### config.mk
export PLATFORM = sky130hd
export DESIGN_NAME = segx_unit
export DESIGN_NICKNAME = d
export VERILOG_FILES = /design/src/rtl/segx_pkg.sv /design/src/rtl/segx_desc_file.sv /design/src/rtl/segx_addr_gen.sv /design/src/rtl/segx_access_chk.sv /design/src/rtl/segx_unit.sv
export SDC_FILE = /design/constraint.sdc
export NUM_CORES = 1
export LEC_CHECK = 0
export BUFFER_PORTS_ARGS = -buffer_cell sky130_fd_sc_hd__buf_2
export CORE_UTILIZATION = 61
export DETAILED_ROUTE_END_ITERATION = 8
export PLACE_DENSITY = 0.81
export SYNTH_ARGS = -nofsm -noshare
export SYNTH_HDL_FRONTEND = slang
export SYNTH_SLANG_ARGS = --single-unit
export TNS_END_PERCENT = 100
### constraint.sdc
create_clock -name clk -period 6.75 [get_ports clk]
set_clock_uncertainty 0.2 [all_clocks]
set_input_delay 1.35 -clock clk [delete_from_list [all_inputs] [get_ports clk]]
set_output_delay 1.35 -clock clk [all_outputs]
set_load 0.005 [all_outputs]
### src/rtl/segx_pkg.sv
package segx_pkg;

   localparam int SEL_W  = 3;
   localparam int NSEG   = 6;
   localparam int PL_W   = 2;
   localparam int KIND_W = 2;

   localparam logic [SEL_W-1:0] SEG_CS = 3'd0;
   localparam logic [SEL_W-1:0] SEG_DS = 3'd1;
   localparam logic [SEL_W-1:0] SEG_ES = 3'd2;
   localparam logic [SEL_W-1:0] SEG_SS = 3'd3;
   localparam logic [SEL_W-1:0] SEG_FS = 3'd4;
   localparam logic [SEL_W-1:0] SEG_GS = 3'd5;

   typedef enum logic [KIND_W-1:0] {
      ACC_RD    = 2'd0,
      ACC_WR    = 2'd1,
      ACC_FETCH = 2'd2,
      ACC_RSVD  = 2'd3
   } acc_e;

   // Slots whose base survives in 64-bit mode
   function automatic logic seg_base_kept(input logic [SEL_W-1:0] s);
      return (s == SEG_FS) || (s == SEG_GS);
   endfunction

endpackage

### src/rtl/segx_desc_file.sv
module segx_desc_file
   import segx_pkg::*;
#(
   parameter int          LIN_W       = 64,
   parameter int          LIMIT_W     = 32,
   parameter logic [63:0] RST_CS_BASE = 64'hFFFF_0000,
   parameter logic [31:0] RST_LIMIT   = 32'h0000_FFFF
) (
   input  logic               clk,
   input  logic               rst_n,
   input  logic               ld_en,
   input  logic [SEL_W-1:0]   ld_sel,
   input  logic [LIN_W-1:0]   ld_base,
   input  logic [LIMIT_W-1:0] ld_limit,
   input  logic               ld_code,
   input  logic               ld_wr,
   input  logic [PL_W-1:0]    ld_dpl,
   input  logic [SEL_W-1:0]   rd_sel,
   output logic               rd_ok,
   output logic [LIN_W-1:0]   rd_base,
   output logic [LIMIT_W-1:0] rd_limit,
   output logic               rd_code,
   output logic               rd_wr,
   output logic [PL_W-1:0]    rd_dpl
);

   logic [LIN_W-1:0]   base_w  [NSEG];
   logic [LIMIT_W-1:0] limit_w [NSEG];
   logic               code_w  [NSEG];
   logic               wr_w    [NSEG];
   logic [PL_W-1:0]    dpl_w   [NSEG];

   for (genvar i = 0; i < NSEG; i++) begin : g_slot
      localparam bit IS_CODE = (i == int'(SEG_CS));
      localparam logic [LIN_W-1:0] RB = IS_CODE ? LIN_W'(RST_CS_BASE) : '0;
      logic [LIN_W-1:0]   base_q;
      logic [LIMIT_W-1:0] limit_q;
      logic               code_q;
      logic               wr_q;
      logic [PL_W-1:0]    dpl_q;

      always_ff @(posedge clk or negedge rst_n) begin
         if (!rst_n) begin
            base_q  <= RB;
            limit_q <= LIMIT_W'(RST_LIMIT);
            code_q  <= IS_CODE;
            wr_q    <= !IS_CODE;
            dpl_q   <= '0;
         end else if (ld_en && (ld_sel == SEL_W'(i))) begin
            base_q  <= ld_base;
            limit_q <= ld_limit;
            code_q  <= ld_code;
            wr_q    <= ld_wr;
            dpl_q   <= ld_dpl;
         end
      end

      assign base_w[i]  = base_q;
      assign limit_w[i] = limit_q;
      assign code_w[i]  = code_q;
      assign wr_w[i]    = wr_q;
      assign dpl_w[i]   = dpl_q;
   end

   assign rd_ok = (int'(rd_sel) < NSEG);

   always_comb begin
      rd_base  = '0;
      rd_limit = '0;
      rd_code  = 1'b0;
      rd_wr    = 1'b0;
      rd_dpl   = '0;
      for (int k = 0; k < NSEG; k++) begin
         if (rd_sel == SEL_W'(k)) begin
            rd_base  = base_w[k];
            rd_limit = limit_w[k];
            rd_code  = code_w[k];
            rd_wr    = wr_w[k];
            rd_dpl   = dpl_w[k];
         end
      end
   end

   // a load is visible one edge later
   a_r12_load_visible: assert property (@(posedge clk) disable iff (!rst_n)
      (ld_en && (ld_sel == SEG_GS)) |=> (base_w[NSEG-1] == $past(ld_base)));

endmodule

### src/rtl/segx_addr_gen.sv
module segx_addr_gen #(
   parameter int LIN_W = 64,
   parameter int LEG_W = 32
) (
   input  logic             long_i,
   input  logic             keep_base_i,
   input  logic [LIN_W-1:0] base_i,
   input  logic [LIN_W-1:0] ofs_i,
   output logic [LIN_W-1:0] lin_o
);

   logic [LEG_W-1:0] leg_sum;
   logic [LIN_W-1:0] leg_lin;
   logic [LIN_W-1:0] long_lin;

   assign leg_sum  = base_i[LEG_W-1:0] + ofs_i[LEG_W-1:0];
   assign long_lin = ofs_i + (keep_base_i ? base_i : '0);

   if (LIN_W > LEG_W) begin : g_zext
      assign leg_lin = {{(LIN_W-LEG_W){1'b0}}, leg_sum};
   end else begin : g_same
      assign leg_lin = leg_sum;
   end

   assign lin_o = long_i ? long_lin : leg_lin;

endmodule

### src/rtl/segx_access_chk.sv
module segx_access_chk
   import segx_pkg::*;
#(
   parameter int LEG_W   = 32,
   parameter int LIMIT_W = 32,
   parameter int LEN_W   = 4
) (
   input  logic [SEL_W-1:0]   seg_i,
   input  logic               seg_ok_i,
   input  logic [LEG_W-1:0]   ofs_i,
   input  logic [LEN_W-1:0]   len_i,
   input  acc_e               kind_i,
   input  logic [PL_W-1:0]    cpl_i,
   input  logic               long_i,
   input  logic [LIMIT_W-1:0] limit_i,
   input  logic               code_i,
   input  logic               wr_i,
   input  logic [PL_W-1:0]    dpl_i,
   output logic               gp_o
);

   localparam int EW = LEG_W + 1;

   logic [LEN_W-1:0] len_eff;
   logic [EW-1:0]    last_byte;
   logic [EW-1:0]    limit_x;
   logic             f_limit, f_write, f_priv, f_fetch, f_bad;

   assign len_eff   = (len_i == '0) ? LEN_W'(1) : len_i;
   assign last_byte = {1'b0, ofs_i} + {{(EW-LEN_W){1'b0}}, len_eff} - EW'(1);
   assign limit_x   = {{(EW-LIMIT_W){1'b0}}, limit_i};

   always_comb begin
      f_limit = !long_i && (last_byte > limit_x);
      f_write = (kind_i == ACC_WR) && (code_i || !wr_i);
      f_priv  = ((kind_i == ACC_RD) || (kind_i == ACC_WR)) && (cpl_i > dpl_i);
      f_fetch = (kind_i == ACC_FETCH) && ((seg_i != SEG_CS) || !code_i);
      f_bad   = !seg_ok_i || (kind_i == ACC_RSVD);
      gp_o    = f_limit | f_write | f_priv | f_fetch | f_bad;
   end

endmodule

### src/rtl/segx_unit.sv
module segx_unit
   import segx_pkg::*;
#(
   parameter int LIN_W   = 64,
   parameter int LEG_W   = 32,
   parameter int LIMIT_W = 32,
   parameter int LEN_W   = 4
) (
   input  logic               clk,
   input  logic               rst_n,
   input  logic               ld_en,
   input  logic [2:0]         ld_sel,
   input  logic [LIN_W-1:0]   ld_base,
   input  logic [LIMIT_W-1:0] ld_limit,
   input  logic               ld_code,
   input  logic               ld_wr,
   input  logic [1:0]         ld_dpl,
   input  logic               req_valid,
   input  logic [2:0]         req_seg,
   input  logic [LIN_W-1:0]   req_ofs,
   input  logic [LEN_W-1:0]   req_len,
   input  logic [1:0]         req_kind,
   input  logic [1:0]         req_cpl,
   input  logic               req_long,
   output logic               rsp_valid,
   output logic [LIN_W-1:0]   rsp_lin,
   output logic               rsp_gp
);

   if (LEG_W > LIN_W) begin : g_err_lin
      $error("segx_unit: LEG_W must not exceed LIN_W");
   end
   if (LIMIT_W > LEG_W) begin : g_err_lim
      $error("segx_unit: LIMIT_W must not exceed LEG_W");
   end
   if (LEN_W > LEG_W) begin : g_err_len
      $error("segx_unit: LEN_W must not exceed LEG_W");
   end

   logic               d_ok;
   logic [LIN_W-1:0]   d_base;
   logic [LIMIT_W-1:0] d_limit;
   logic               d_code;
   logic               d_wr;
   logic [PL_W-1:0]    d_dpl;
   logic [LIN_W-1:0]   lin_c;
   logic               gp_c;
   acc_e               kind_c;

   assign kind_c = acc_e'(req_kind);

   segx_desc_file #(
      .LIN_W   (LIN_W),
      .LIMIT_W (LIMIT_W)
   ) i_desc (
      .clk      (clk),
      .rst_n    (rst_n),
      .ld_en    (ld_en),
      .ld_sel   (ld_sel),
      .ld_base  (ld_base),
      .ld_limit (ld_limit),
      .ld_code  (ld_code),
      .ld_wr    (ld_wr),
      .ld_dpl   (ld_dpl),
      .rd_sel   (req_seg),
      .rd_ok    (d_ok),
      .rd_base  (d_base),
      .rd_limit (d_limit),
      .rd_code  (d_code),
      .rd_wr    (d_wr),
      .rd_dpl   (d_dpl)
   );

   segx_addr_gen #(
      .LIN_W (LIN_W),
      .LEG_W (LEG_W)
   ) i_addr (
      .long_i      (req_long),
      .keep_base_i (seg_base_kept(req_seg)),
      .base_i      (d_base),
      .ofs_i       (req_ofs),
      .lin_o       (lin_c)
   );

   segx_access_chk #(
      .LEG_W   (LEG_W),
      .LIMIT_W (LIMIT_W),
      .LEN_W   (LEN_W)
   ) i_chk (
      .seg_i    (req_seg),
      .seg_ok_i (d_ok),
      .ofs_i    (req_ofs[LEG_W-1:0]),
      .len_i    (req_len),
      .kind_i   (kind_c),
      .cpl_i    (req_cpl),
      .long_i   (req_long),
      .limit_i  (d_limit),
      .code_i   (d_code),
      .wr_i     (d_wr),
      .dpl_i    (d_dpl),
      .gp_o     (gp_c)
   );

   always_ff @(posedge clk or negedge rst_n) begin
      if (!rst_n) begin
         rsp_valid <= 1'b0;
         rsp_lin   <= '0;
         rsp_gp    <= 1'b0;
      end else begin
         rsp_valid <= req_valid;
         if (req_valid) begin
            rsp_lin <= lin_c;
            rsp_gp  <= gp_c;
         end
      end
   end

   // one-cycle response timing
   a_r1_rsp_follows: assert property (@(posedge clk) disable iff (!rst_n)
      req_valid |=> rsp_valid);
   a_r1_no_spurious: assert property (@(posedge clk) disable iff (!rst_n)
      !req_valid |=> !rsp_valid);
   // legacy addresses are zero-extended
   a_r3_upper_zero: assert property (@(posedge clk) disable iff (!rst_n)
      (req_valid && !req_long) |=> (rsp_lin[LIN_W-1:LEG_W] == '0));
   // base ignored for the four flat slots in 64-bit mode
   a_r5_flat_base: assert property (@(posedge clk) disable iff (!rst_n)
      (req_valid && req_long && (req_seg <= SEG_SS)) |=> (rsp_lin == $past(req_ofs)));
   // aux slots keep their base in 64-bit mode
   a_r6_aux_base: assert property (@(posedge clk) disable iff (!rst_n)
      (req_valid && req_long && ((req_seg == SEG_FS) || (req_seg == SEG_GS)))
      |=> (rsp_lin == $past(req_ofs + d_base)));
   // writes into code slots are refused
   a_r8_code_write: assert property (@(posedge clk) disable iff (!rst_n)
      (req_valid && (req_kind == ACC_WR) && d_code) |=> rsp_gp);
   // data access from a less privileged level is refused
   a_r9_priv: assert property (@(posedge clk) disable iff (!rst_n)
      (req_valid && (req_kind == ACC_RD || req_kind == ACC_WR) && (req_cpl > d_dpl)) |=> rsp_gp);
   // fetch only through the code slot
   a_r10_fetch_slot: assert property (@(posedge clk) disable iff (!rst_n)
      (req_valid && (req_kind == ACC_FETCH) && (req_seg != SEG_CS)) |=> rsp_gp);
   // illegal encodings fault
   a_r11_bad_enc: assert property (@(posedge clk) disable iff (!rst_n)
      (req_valid && ((req_seg > SEG_GS) || (req_kind == ACC_RSVD))) |=> rsp_gp);

endmodule

**Word level (Yosys, flattened, before mapping)**

Cells that the tools add are included.

- Add/subtract/negate cells: 4
- Order comparisons: 3
- Eq/ne operators: 13
- Multiplexer cells: 33
- Bitwise operators: 4
- Reduce and logical (&&, ||, !) cells: 24

Operators by type and width:

| kind | number |
|---|---|
| 64-bit two-way mux | 8 |
| 32-bit two-way mux | 6 |
| 64-bit adder | 1 |
| 32-bit by 4-bit adder with 33-bit output | 1 |
| 33-bit by 32-bit greater-than comparator with 1-bit output | 1 |
| 33-bit by 1-bit subtractor with 33-bit output (second input constant) | 1 |
| 32-bit adder | 1 |
| 3-bit by 2-bit equality test with 1-bit output (second input constant) | 4 |
| 3-bit equality test (second input constant) | 4 |
| 1-bit two-way mux | 12 |
| 2-bit two-way mux | 6 |
| 1-bit logical AND | 10 |
| 3-bit by 1-bit equality test with 1-bit output (second input constant) | 2 |
| 3-bit logical NOT | 2 |
| 1-bit logical OR | 5 |
| 2-bit equality test (second input constant) | 2 |
| 1-bit logical NOT | 4 |
| 4-bit logical NOT | 1 |
| 4-bit two-way mux | 1 |
| 1-bit OR | 4 |
| 3-bit < comparator (second input constant) | 1 |
| 3-bit nonzero test | 1 |
| 2-bit by 1-bit equality test with 1-bit output (second input constant) | 1 |
| 2-bit greater-than comparator | 1 |
| 2-bit logical NOT | 1 |

- Register bits: 666
- Input port bits: 183
- Output and inout bits: 66
- Logic and storage cells: 114

**Logic depth before layout (Yosys ltp)**

Gate-level depths: netlist of run 1.

- Word-level depth: 14
- Depth in mapped cells: 27
- Depth with buffers taken out: 27

**Modules after synthesis**

From an unflattened synthesis of run 1, not the netlist that was laid out.

- Cells, all modules: 3406
- Area total of the unflattened synthesis: 40456.3 µm²

By module, submodules not included:

| module | times used | cells an instance | area each (µm²) | sequential area each (µm²) |
|---|---|---|---|---|
| segx_desc_file | 1 | 1965 | 29155.5 | 15162.0 |
| segx_addr_gen | 1 | 927 | 6044.5 | 0.0 |
| segx_unit | 1 | 139 | 2650.0 | 1651.6 |
| segx_access_chk | 1 | 375 | 2606.2 | 0.0 |

**Worst setup path after synthesis of run 1**

OpenSTA, ideal clock, no wires.

- Path type: input-to-reg
- From: input req_seg[0]
- To: register rsp_lin[62]
- Arrival: 5567 ps
- Data required time: 6429 ps
- Slack: 863 ps
- Stages on the path: 20
- Cells stage by stage: clkbuf_1 > buf_2 > buf_2 > clkbuf_1 > buf_2 > buf_2 > mux2i_1 > nor2_1 > ha_1 > buf_4 > a21o_1 > a21oi_1 > o21ai_0 > a41o_1 > a221oi_1 > nand2_1 > o41ai_2 > o21ai_1 > xor2_1 > a22o_1

- Longest elaborated chain between the ends: 10
- Elaborated cells on any way between the ends: 16
- Those cells by class: 1 x add/sub; 5 x eq/ne; 8 x mux; 2 x reduce/logical

Ends and longest elaborated chain:

| what | line | source |
|---|---|---|
| start: declaration | segx_unit.sv:19 | `input logic [2:0] req_seg,` |
| 3-bit logical NOT | segx_desc_file.sv:74 | `if (rd_sel == SEL_W'(k)) begin` |
| 64-bit two-way mux (6 in a row) | segx_desc_file.sv:74 |  |
| 64-bit two-way mux * | segx_addr_gen.sv:17 | `assign long_lin = ofs_i + (keep_base_i ? base_i : '0);` |
| 64-bit adder * | segx_addr_gen.sv:17 |  |
| 64-bit two-way mux * | segx_addr_gen.sv:25 | `assign lin_o = long_i ? long_lin : leg_lin;` |
| end signal: assignment | segx_unit.sv:112 | `rsp_lin <= lin_c;` |
| end: declaration | segx_unit.sv:26 | `output logic [LIN_W-1:0] rsp_lin,` |

Every way passes the cells marked *; elsewhere a longest branch is shown, timed or not.
A chain may end at the register's enable or synchronous reset.

**Final worst setup path of run 1**

- From: input req_ofs[1]
- To: register rsp_gp

- Longest elaborated chain between the ends: 8

Ends and longest elaborated chain:

| what | line | source |
|---|---|---|
| start: declaration | segx_unit.sv:20 | `input logic [LIN_W-1:0] req_ofs,` |
| 32-bit by 4-bit adder with 33-bit output | segx_access_chk.sv:30 | `assign last_byte = {1'b0, ofs_i} + {{(EW-LEN_W){1'b0}}, len_eff} - EW'(1);` |
| 33-bit by 1-bit subtractor with 33-bit output | segx_access_chk.sv:30 |  |
| 33-bit by 32-bit greater-than comparator with 1-bit output | segx_access_chk.sv:34 | `f_limit = !long_i && (last_byte > limit_x);` |
| 1-bit logical AND | segx_access_chk.sv:34 |  |
| 1-bit OR (4 in a row) | segx_access_chk.sv:39 | `gp_o = f_limit \| f_write \| f_priv \| f_fetch \| f_bad;` |
| end signal: assignment | segx_unit.sv:113 | `rsp_gp <= gp_c;` |
| end: declaration | segx_unit.sv:27 | `output logic rsp_gp` |

Every way passes these cells.

==> impl_metrics.tcl, run 1 <==
set metrics [dict create \
    die_w_um 231 \
    critPathMaxStageDelay_ns 0.48 \
    synth_compound_area_share_pct 14.7 \
    whs_ns 0.286 \
    critical_path.startpoint_type "primary input" \
    whs_path_depth 2 \
    synthSimpleGateAreaFrac_pct 7.43 \
    timing.final.crit_period_ns 6.15 \
    finalWirelength_um 87700 \
    synth_top_area_cell "dfrtp_1" \
    vdd_ir_drop_max_mv 0.260 \
    slew_violations 0 \
    die_area_um2 53300 \
    required_ns 7.05 \
    synth_top_family_by_area "multiplexers" \
    critPathCaptureType "register" \
    ctsResizeCount 0 \
    layout-drive-gt1-share_pct 32.2 \
    worstMarginPinSlew_ns 1.12 \
    drtIter0Drc 1992 \
    synthMuxAreaShare_pct 21.6 \
    hold_viol 0 \
    rows 83 \
    drcViolationCount 0 \
    cts_hold_buffers 0 \
    yosys-top-cells-area "dfrtp_1 33%, mux2_2 16%, dfstp_2 9.7%, ha_1 6.4%, a21oi_1 3.3%" \
    avgSynthCellArea_um2 10.9 \
    synth-warning-count 0 \
    cp_max_fo 4 \
    synth_fa_ha_area_share_pct 6.58 \
    slew_headroom_pct 24.9 \
    r2r_cells 15 \
    cts_tree "yes" \
    hold_path_startpoint "rsp_lin[58]$_DFFE_PN0P_" \
    totalPowerFinal_mw 10.3 \
    ys_types 83 \
    nets 3436 \
    via_per_inst 6.35 \
    cts_buffers 55 \
    setup-violations-final 0 \
    synth_edf_count 0 \
    die_h_um 231 \
    postRouteAntennaNets 0 \
    synth_xor_xnor_area_share_pct 3.10 \
    synth_top_area_share_pct 32.9 \
    reg2reg_slack_ns 2.57 \
    grt_antenna_before_repair 18 \
    clk_pin_slew_ns 0.06 \
    arrival_ns 6.45 \
    placedCellCount 3710 \
    syn_inst 2923 \
    vias 24300 \
    design.core.area_um2 51500 \
    status "finished, final reports clean" \
    grt_max_degree 164 \
    fmax_mhz 163 \
    io_buffers 248 \
    rsz0062_at_grt "no" \
    ys_top_cells_by_count "440 x mux2_2, 420 x dfrtp_1, 208 x a21oi_1" \
    path_class "primary input to register" \
    async_flop_share_pct 100 \
    clock_sinks 538 \
    grt_overflow 0 \
    ys_seq_elements 538 \
    r2r-start "i_desc.g_slot[5].base_q[1]$_DFFE_PN0P_" \
    area_delta_synth_final_pct 11.5 \
    timing.rr.end "rsp_lin[31]$_DFFE_PN0P_" \
    dp_hpwl_um 59900 \
    synth-main-ff-cell "dfrtp_1" \
    max_cap_viol_count 0 \
    cpMaxStageDelayCell "o31ai_1" \
    gp_congestion 1.05 \
    worstPathCellList "buf_2 > inv_1 > ha_1 > inv_1 > ha_1 > inv_1 > fa_1 > nor2b_1 > o21a_1 > o21ai_0 > a21oi_1 > a31oi_1 > o31ai_1 > a21oi_1 > o31ai_1 > o311ai_0 > ha_1 > a2111oi_0 > o211ai_1 > a221oi_1 > a311oi_1 > nor3_1 > a21oi_1" \
    clk_latency_ns 0.63 \
    grt_pass1_wl_um 137000 \
    fin_crit_sh_pct 91.1 \
    ys_seq_area_share_pct 42.6 \
    leakage_nw 16.2 \
    grt_usage_pct 32.8 \
    clk_path_buf_depth 3 \
    fin_cells 3829 \
    hp-class "register to register" \
    setup-tns-final_ns 0 \
    grt_pass1_vias 24900 \
    p_per_area_nw_per_um2 290 \
    htree_num_levels 2 \
    syn_nets 3272 \
    yosysMostFrequentCell "mux2_2" \
    post-cts-setup-buffer-count 0 \
    drtPass1Iterations 6 \
    ios 249 \
    initial_core_util_pct 62.0 \
    syn-cell-area_um2 31900 \
    wl_per_cell_um 22.9 \
    cts-root-buf "clkbuf_16" \
    min_to "rsp_lin[58]$_DFFE_PN0P_" \
]
## critical path, delay by kind of cell
| family | cells | cell delay, ns |
|---|---|---|
| compound gates | 13 | 3.33 |
| fa+ha+maj | 4 | 1.13 |
| buf+inv | 4 | 0.35 |
| simple gates | 2 | 0.31 |
## state kept, by name, indices dropped and copies added (netlist names)
signal	flops
i_desc.g_slot.base_q	256
i_desc.g_slot.limit_q	192
rsp_lin	64
i_desc.g_slot.dpl_q	12
i_desc.g_slot.code_q	6
i_desc.g_slot.wr_q	6
rsp_gp	1
rsp_valid	1
## cell type report
class                      count  area [um^2]
sequential                   538        13600
inverter                     119          447
multi-input combinational   2087        17100
clock inverter                26          317
fill                        3744        15900
tap                          680          851
clock buffer                  78         1580
timing repair buffer         286         1640
antenna                       15         37.5
## cells by family (layout without fill, tap and decap cells)
kind of cell    after synthesis  after routing
flops                       538            538
compound gates              721            721
buf+inv                     298            509
xor+xnor                    113            113
simple gates                508            508
other cells                   0             15
mux                         579            579
fa+ha+maj                   166            166
## layer usage
| metal | routed length [um] | global-route usage (%) |
|---|---|---|
| met3 | 5700 | 5.27 |
| met2 | 42100 | 53.4 |
| met4 | 3130 | 14.1 |
| met1 | 36700 | 43.4 |
| met5 | 43 | 0 |
## how the worst max path moves through the flow
stage	from	endpoint	slack (ns)	cells after the start
3_5_place_dp	req_ofs[1]	rsp_gp$_DFFE_PN0P_	0.17	23
5_1_grt	req_ofs[1]	rsp_gp$_DFFE_PN0P_	0.33	23
4_1_cts	req_ofs[1]	rsp_gp$_DFFE_PN0P_	0.81	23
3_3_place_gp	req_ofs[1]	rsp_gp$_DFFE_PN0P_	0.38	23
2_1_floorplan	req_seg[0]	rsp_lin[62]$_DFFE_PN0P_	0.86	20
6_report	req_ofs[1]	rsp_gp$_DFFE_PN0P_	0.60	23
## cell usage in the layout, fill, tap and decap left out, drive strengths merged, types with 14 or more instances in the layout
cell and count:
dfstp 118, o221ai 39, nor2 199, nand2 125, inv 120, o21bai 29
mux2i 94, a21o 100, clkinv 18, mux4 45, nor3 23, xor2 40
a2bb2oi 33, a211oi 16, o211ai 14, ha 163, xnor2 73, diode 15
a22o 26, nand3 21, o21ai 154, clkbuf 78, a31oi 18, dfrtp 420
buf 286, nor2b 49, o21a 15, nand4 32, a21oi 208, mux2 440
## power breakdown
group,internal (mW),switching [mW]
Clock,1.84,1.34
Combinational,1.34,1.41
Sequential,4.03,0.373
## stage by stage
step                instance area (um^2)  utilization (%)  worst slack (ns)
floorplan                          31900                -             0.863
global placement                   33700             65.3             0.382
detailed placement                 33700             65.3             0.171
CTS                                35600             69.0             0.807
global route                       35600             69.1             0.328
finish                             35600             69.1             0.600
Power figures use the tool's default switching activity.
==> run 2, diff against run 1 <==
CORE_UTILIZATION = 50   (was 61)
PLACE_DENSITY = 0.68   (was 0.81)
==> run 2 against run 1 <==
  * Combinational power hardly changed
  * Cell count is 4.2% higher
  * Utilization is 12 points lower
==> impl_metrics.tcl, run 2 (synthesis gave the netlist of run 1 again) <==
set metrics [dict create \
    grt_pass1_wl_um 138000 \
    ios 249 \
    clock_sinks 538 \
    fmax_mhz 167 \
    slew_headroom_pct 35.0 \
    hp-class "register to register" \
    area_delta_synth_final_pct 12.5 \
    cts_buffers 59 \
    drtPass1Iterations 6 \
    clk_pin_slew_ns 0.07 \
    die_w_um 255 \
    rows 92 \
    preCtsSetupSlack_ns 0.172 \
    fin_crit_sh_pct 88.8 \
    setup-violations-final 0 \
    worstMarginPinSlew_ns 0.975 \
    clk_latency_ns 0.64 \
    postRouteAntennaNets 0 \
    multi_input_area_um2 17100 \
    required_ns 7.06 \
    layout-drive-gt1-share_pct 32.0 \
    arrival_ns 6.30 \
    die_area_um2 64900 \
    slew_violations 0 \
    nets 3437 \
    largest_register "i_desc.g_slot.base_q" \
    grt_antenna_before_repair 13 \
    max_cap_viol_count 0 \
    initial_core_util_pct 50.6 \
    largest_reg_flops 256 \
    design.core.area_um2 63100 \
    seqCellArea_um2 13600 \
    cts_tree "yes" \
    setup-tns-final_ns 0 \
    hold_viol 0 \
    path_class "primary input to register" \
    drtIter0Drc 1568 \
    vias 23700 \
    grt_usage_pct 27.2 \
    dp_hpwl_um 60600 \
    final_common_cell "mux2_2" \
    leakage_nw 16.3 \
    finalWirelength_um 87600 \
    post-cts-setup-buffer-count 0 \
    ctsResizeCount 0 \
    cts-root-buf "clkbuf_16" \
    vdd_ir_drop_max_mv 0.257 \
    die_h_um 255 \
    io_buffers 248 \
    grt_overflow 0 \
    whs_ns 0.278 \
    critPathCaptureType "register" \
    drcViolationCount 0 \
    gp_congestion 0.931 \
    status "finished, final reports clean" \
    grt_pass1_vias 24600 \
    critical_path.startpoint_type "primary input" \
    grt_max_degree 139 \
    rsz0062_at_grt "no" \
    reg_top3 "i_desc.g_slot.base_q: 256 flops, i_desc.g_slot.limit_q: 192 flops, rsp_lin: 64 flops" \
    layout_common_cells "440 x mux2_2, 420 x dfrtp_1, 245 x buf_2" \
    p_per_area_nw_per_um2 292 \
    num-fill-cells 5437 \
    timing.final.crit_period_ns 5.99 \
    htree_num_levels 2 \
    clk_path_buf_depth 3 \
    cp_max_fo 4 \
    wl_per_cell_um 22.0 \
    cts_hold_buffers 0 \
    via_per_inst 5.95 \
    worst_slack_ns 0.758 \
]
[run 2: cell count changes in the layout (fill, tap and decap cells not counted), moves of 3 or more]
cell       delta
diode_2      -11
clkbuf_1      +8
buf_4         -5
clkbuf_16     +5
clkinv_2      -5
clkinv_4      -5
clkbuf_8      +3
inv_6         +3
[run 2: critical path: stages]
cell	delay (ns)
buf_2	0.14
inv_1	0.09
ha_1	0.29
inv_1	0.06
ha_1	0.16
inv_1	0.06
fa_1	0.40
nor2b_1	0.16
o21a_1	0.15
o21ai_0	0.10
a21oi_1	0.30
a31oi_1	0.22
o31ai_1	0.44
a21oi_1	0.16
o31ai_1	0.44
o311ai_0	0.22
ha_1	0.26
a2111oi_0	0.45
o211ai_1	0.17
a221oi_1	0.28
a311oi_1	0.10
nor3_1	0.19
a21oi_1	0.09
[run 2: where the power goes]
part / switching [mW] / total [mW] / internal, mW
sequential: 0.352 / 4.39 / 4.03
clock: 1.35 / 3.38 / 2.03
combinational: 1.39 / 2.74 / 1.34
total: 3.10 / 10.5 / 7.41
[run 2: stage by stage]
stage	utilization (%)	area [um^2]	cells	power [mW]
after floorplan	-	31900	2923	6.30
after global placement	53.7	33900	3873	7.01
after detailed placement	53.7	33900	3873	7.16
after CTS	56.9	35900	3985	10.6
after global routing	57.0	35900	3989	11.1
final	57.0	35900	3989	10.5
[run 2: path summary, 6_finish.rpt]
check	slack [ns]	startpoint	cells after the start	endpoint
max in group asynchronous	4.49	rst_n	2	i_desc.g_slot[0].limit_q[18]$_DFFE_PN0P_
min in group asynchronous	0.51	rst_n	1	rsp_lin[13]$_DFFE_PN0P_
setup reg to reg	2.50	i_desc.g_slot[4].base_q[1]$_DFFE_PN0P_	15	rsp_lin[29]$_DFFE_PN0P_
hold / removal	0.28	rsp_lin[13]$_DFFE_PN0P_	1	rsp_lin[13]$_DFFE_PN0P_
hold reg to reg	0.28	rsp_lin[13]$_DFFE_PN0P_	1	rsp_lin[13]$_DFFE_PN0P_
setup / recovery	0.76	req_ofs[1]	23	rsp_gp$_DFFE_PN0P_
[run 2: metal layers]
metal	wire, um	part of all wire [%]	vias up	GRT usage, %
li1	-	-	11000	-
met1	38700	44	12000	36.4
met2	42500	48	575	46.1
met3	4090	4.7	152	3.74
met4	2350	2.7	10	7.87
met5	59	0.067	-	0
[run 2: final cells by class]
| type | instances | share of cell area (%) |
|---|---|---|
| clock buffers | 94 | 4.95 |
| repair buffers | 283 | 4.56 |
| diodes | 4 | 0.0279 |
| flip-flops and latches | 538 | 37.9 |
| multi-input cells | 2087 | 47.6 |
| clock inverters | 18 | 0.745 |
| well taps | 846 | 2.95 |
| inverters | 119 | 1.24 |
==> run 3, diff against run 2 <==
CORE_ASPECT_RATIO = 0.8   (was unset)
CORE_UTILIZATION = 45   (was 50)
PLACE_DENSITY = 0.63   (was 0.68)
clock period = 7.5 ns   (was 6.75 ns; I/O delays follow)
==> run 3 against run 2 <==
  * Via count grew 1.1%
  * Clock power shrank 12%
  * Setup slack gained 0.69 ns
  * Critical path depth is the same
  * Design area is essentially flat
  * Non-clock buffer count shrank 5
  * Power shrank 11%
  * Die area grew 11%
  * Largest cell class unchanged
  * First-iteration DRC count grew 13%
==> impl_metrics.tcl, run 3 (synthesis gave the netlist of run 1 again) <==
set metrics [dict create \
    status "finished, final reports clean" \
    whs_path_depth 1 \
    vdd_ir_drop_max_mv 0.178 \
    grt_pass1_vias 24400 \
    grt_overflow 0 \
    clk_pin_slew_ns 0.07 \
    timing.final.crit_period_ns 6.06 \
    slew_headroom_pct 21.9 \
    worstMarginPinSlew_ns 1.17 \
    fin_crit_sh_pct 80.7 \
    design.core.area_um2 69500 \
    largest_register "i_desc.g_slot.base_q" \
    swShare_pct 30.1 \
    setup-violations-final 0 \
    grt_pass1_wl_um 142000 \
    cts_hold_buffers 0 \
    ios 249 \
    max_cap_viol_count 0 \
    r2r_cells 13 \
    crit_start "req_ofs[1]" \
    seqPwrFrac_pct 42.2 \
    grt_max_degree 187 \
    clock_sinks 538 \
    hold_path_startpoint "i_desc.g_slot[3].base_q[27]$_DFFE_PN0P_" \
    wl_per_cell_um 22.7 \
    hold_viol 0 \
    die_h_um 240 \
    cts_tree "yes" \
    hp-class "register to register" \
    grt_usage_pct 25.5 \
    preCtsSetupSlack_ns 0.876 \
    layout_common_cells "440 x mux2_2, 420 x dfrtp_1, 245 x buf_2" \
    p_sw_mw 2.83 \
    initial_core_util_pct 45.9 \
    critPathCaptureType "register" \
    cp_max_fo 4 \
    p_per_area_nw_per_um2 262 \
    dp_hpwl_um 64000 \
    drtPass1Iterations 7 \
    pwr-share-clk_pct 31.4 \
    drtIter0Drc 1773 \
    clk_latency_ns 0.64 \
    nets 3430 \
    critical_path.startpoint_type "primary input" \
    post-cts-setup-buffer-count 0 \
    slew_violations 0 \
    reg_top3 "i_desc.g_slot.base_q: 256 flops, i_desc.g_slot.limit_q: 192 flops, rsp_lin: 64 flops" \
    totalPowerFinal_mw 9.40 \
    arrival_ns 6.36 \
    ctsResizeCount 0 \
    layout-drive-gt1-share_pct 32.0 \
    largest_reg_flops 256 \
    required_ns 7.81 \
    vias 24000 \
    p_int_mw 6.57 \
    grt_antenna_before_repair 14 \
    final_common_cell "mux2_2" \
    r2r-start "i_desc.g_slot[5].base_q[10]$_DFFE_PN0P_" \
    p_comb_share_pct 26.4 \
    postRouteAntennaNets 0 \
    rows 86 \
    rsz0062_at_grt "no" \
    via_per_inst 5.91 \
    gp_congestion 0.930 \
    cts_buffers 57 \
    area_delta_synth_final_pct 12.4 \
    clk_path_buf_depth 3 \
    fmax_mhz 165 \
    drcViolationCount 0 \
    cts-root-buf "clkbuf_16" \
    io_buffers 248 \
    placedCellCount 3946 \
    die_w_um 300 \
    setup-tns-final_ns 0 \
    htree_num_levels 2 \
    path_class "primary input to register" \
    fin_cells 4059 \
    design_area_um2 35900 \
    worst_slack_ns 1.44 \
    die_area_um2 72000 \
    finalWirelength_um 92000 \
    placed_area_um2 33900 \
    leakage_nw 16.2 \
]
## run 3: cell types whose count changed in the layout (fill, tap and decap cells not counted), moves of 2 or more
cell	delta
buf_12	-2
clkbuf_1	-8
clkbuf_16	-3
diode_2	+4
clkinvlp_4	+2
buf_4	-3
## run 3: final timing paths
check	to	slack [ns]
min in group asynchronous	i_desc.g_slot[1].base_q[23]$_DFFE_PN0P_	0.62
min	i_desc.g_slot[3].base_q[27]$_DFFE_PN0P_	0.30
min reg2reg	i_desc.g_slot[3].base_q[27]$_DFFE_PN0P_	0.30
max in group asynchronous	i_desc.g_slot[4].base_q[4]$_DFFE_PN0P_	4.94
max	rsp_gp$_DFFE_PN0P_	1.44
max reg2reg	rsp_lin[47]$_DFFE_PN0P_	3.19
## run 3: power groups by stage
stage                     clock (mW)  sequential (mW)  combinational [mW]
after floorplan                    0             3.90                1.77
after global routing            3.15             4.04                2.73
after global placement             0             3.97                2.40
after CTS                       3.03             3.96                2.48
final                           2.96             3.96                2.48
after detailed placement           0             4.01                2.47
## run 3: routing by layer
layer | global-route usage (%) | vias up | part of all wire (%)
met1 | 35.5 | 12000 | 45
met4 | 8.30 | 16 | 3.0
met5 | 0 | - | 0.11
li1 | - | 11000 | -
met2 | 39.8 | 756 | 45
met3 | 4.83 | 187 | 6.2
## run 3: critical path, cell delays in order
cell and delay, ns:
buf_2 0.14, inv_1 0.09, ha_1 0.29, inv_1 0.06
ha_1 0.16, inv_1 0.05, fa_1 0.41, nor2b_1 0.13
o21a_1 0.14, o21ai_0 0.11, a21oi_1 0.37, a31oi_1 0.26
o31ai_1 0.41, a21oi_1 0.16, o31ai_1 0.44, o311ai_0 0.22
ha_1 0.27, a2111oi_0 0.40, o211ai_1 0.16, a221oi_1 0.25
a311oi_1 0.08, nor3_1 0.18, a21oi_1 0.09
## run 3: layout make-up
class                           count  area, um^2
Fill cell                        6182       33600
Multi-Input combinational cell   2087       17100
Sequential cell                   538       13600
Clock buffer                       84        1690
Timing Repair Buffer              278        1580
Tap cell                          924        1160
Inverter                          119         447
Clock inverter                     21         287
Antenna cell                        8        20.0
## run 3: stage by stage
step,hold WS (ns),util [%]
after global routing,0.315,51.6
after floorplan,0.274,-
after CTS,0.304,51.6
after detailed placement,0.290,48.8
final,0.297,51.7
after global placement,0.256,48.8
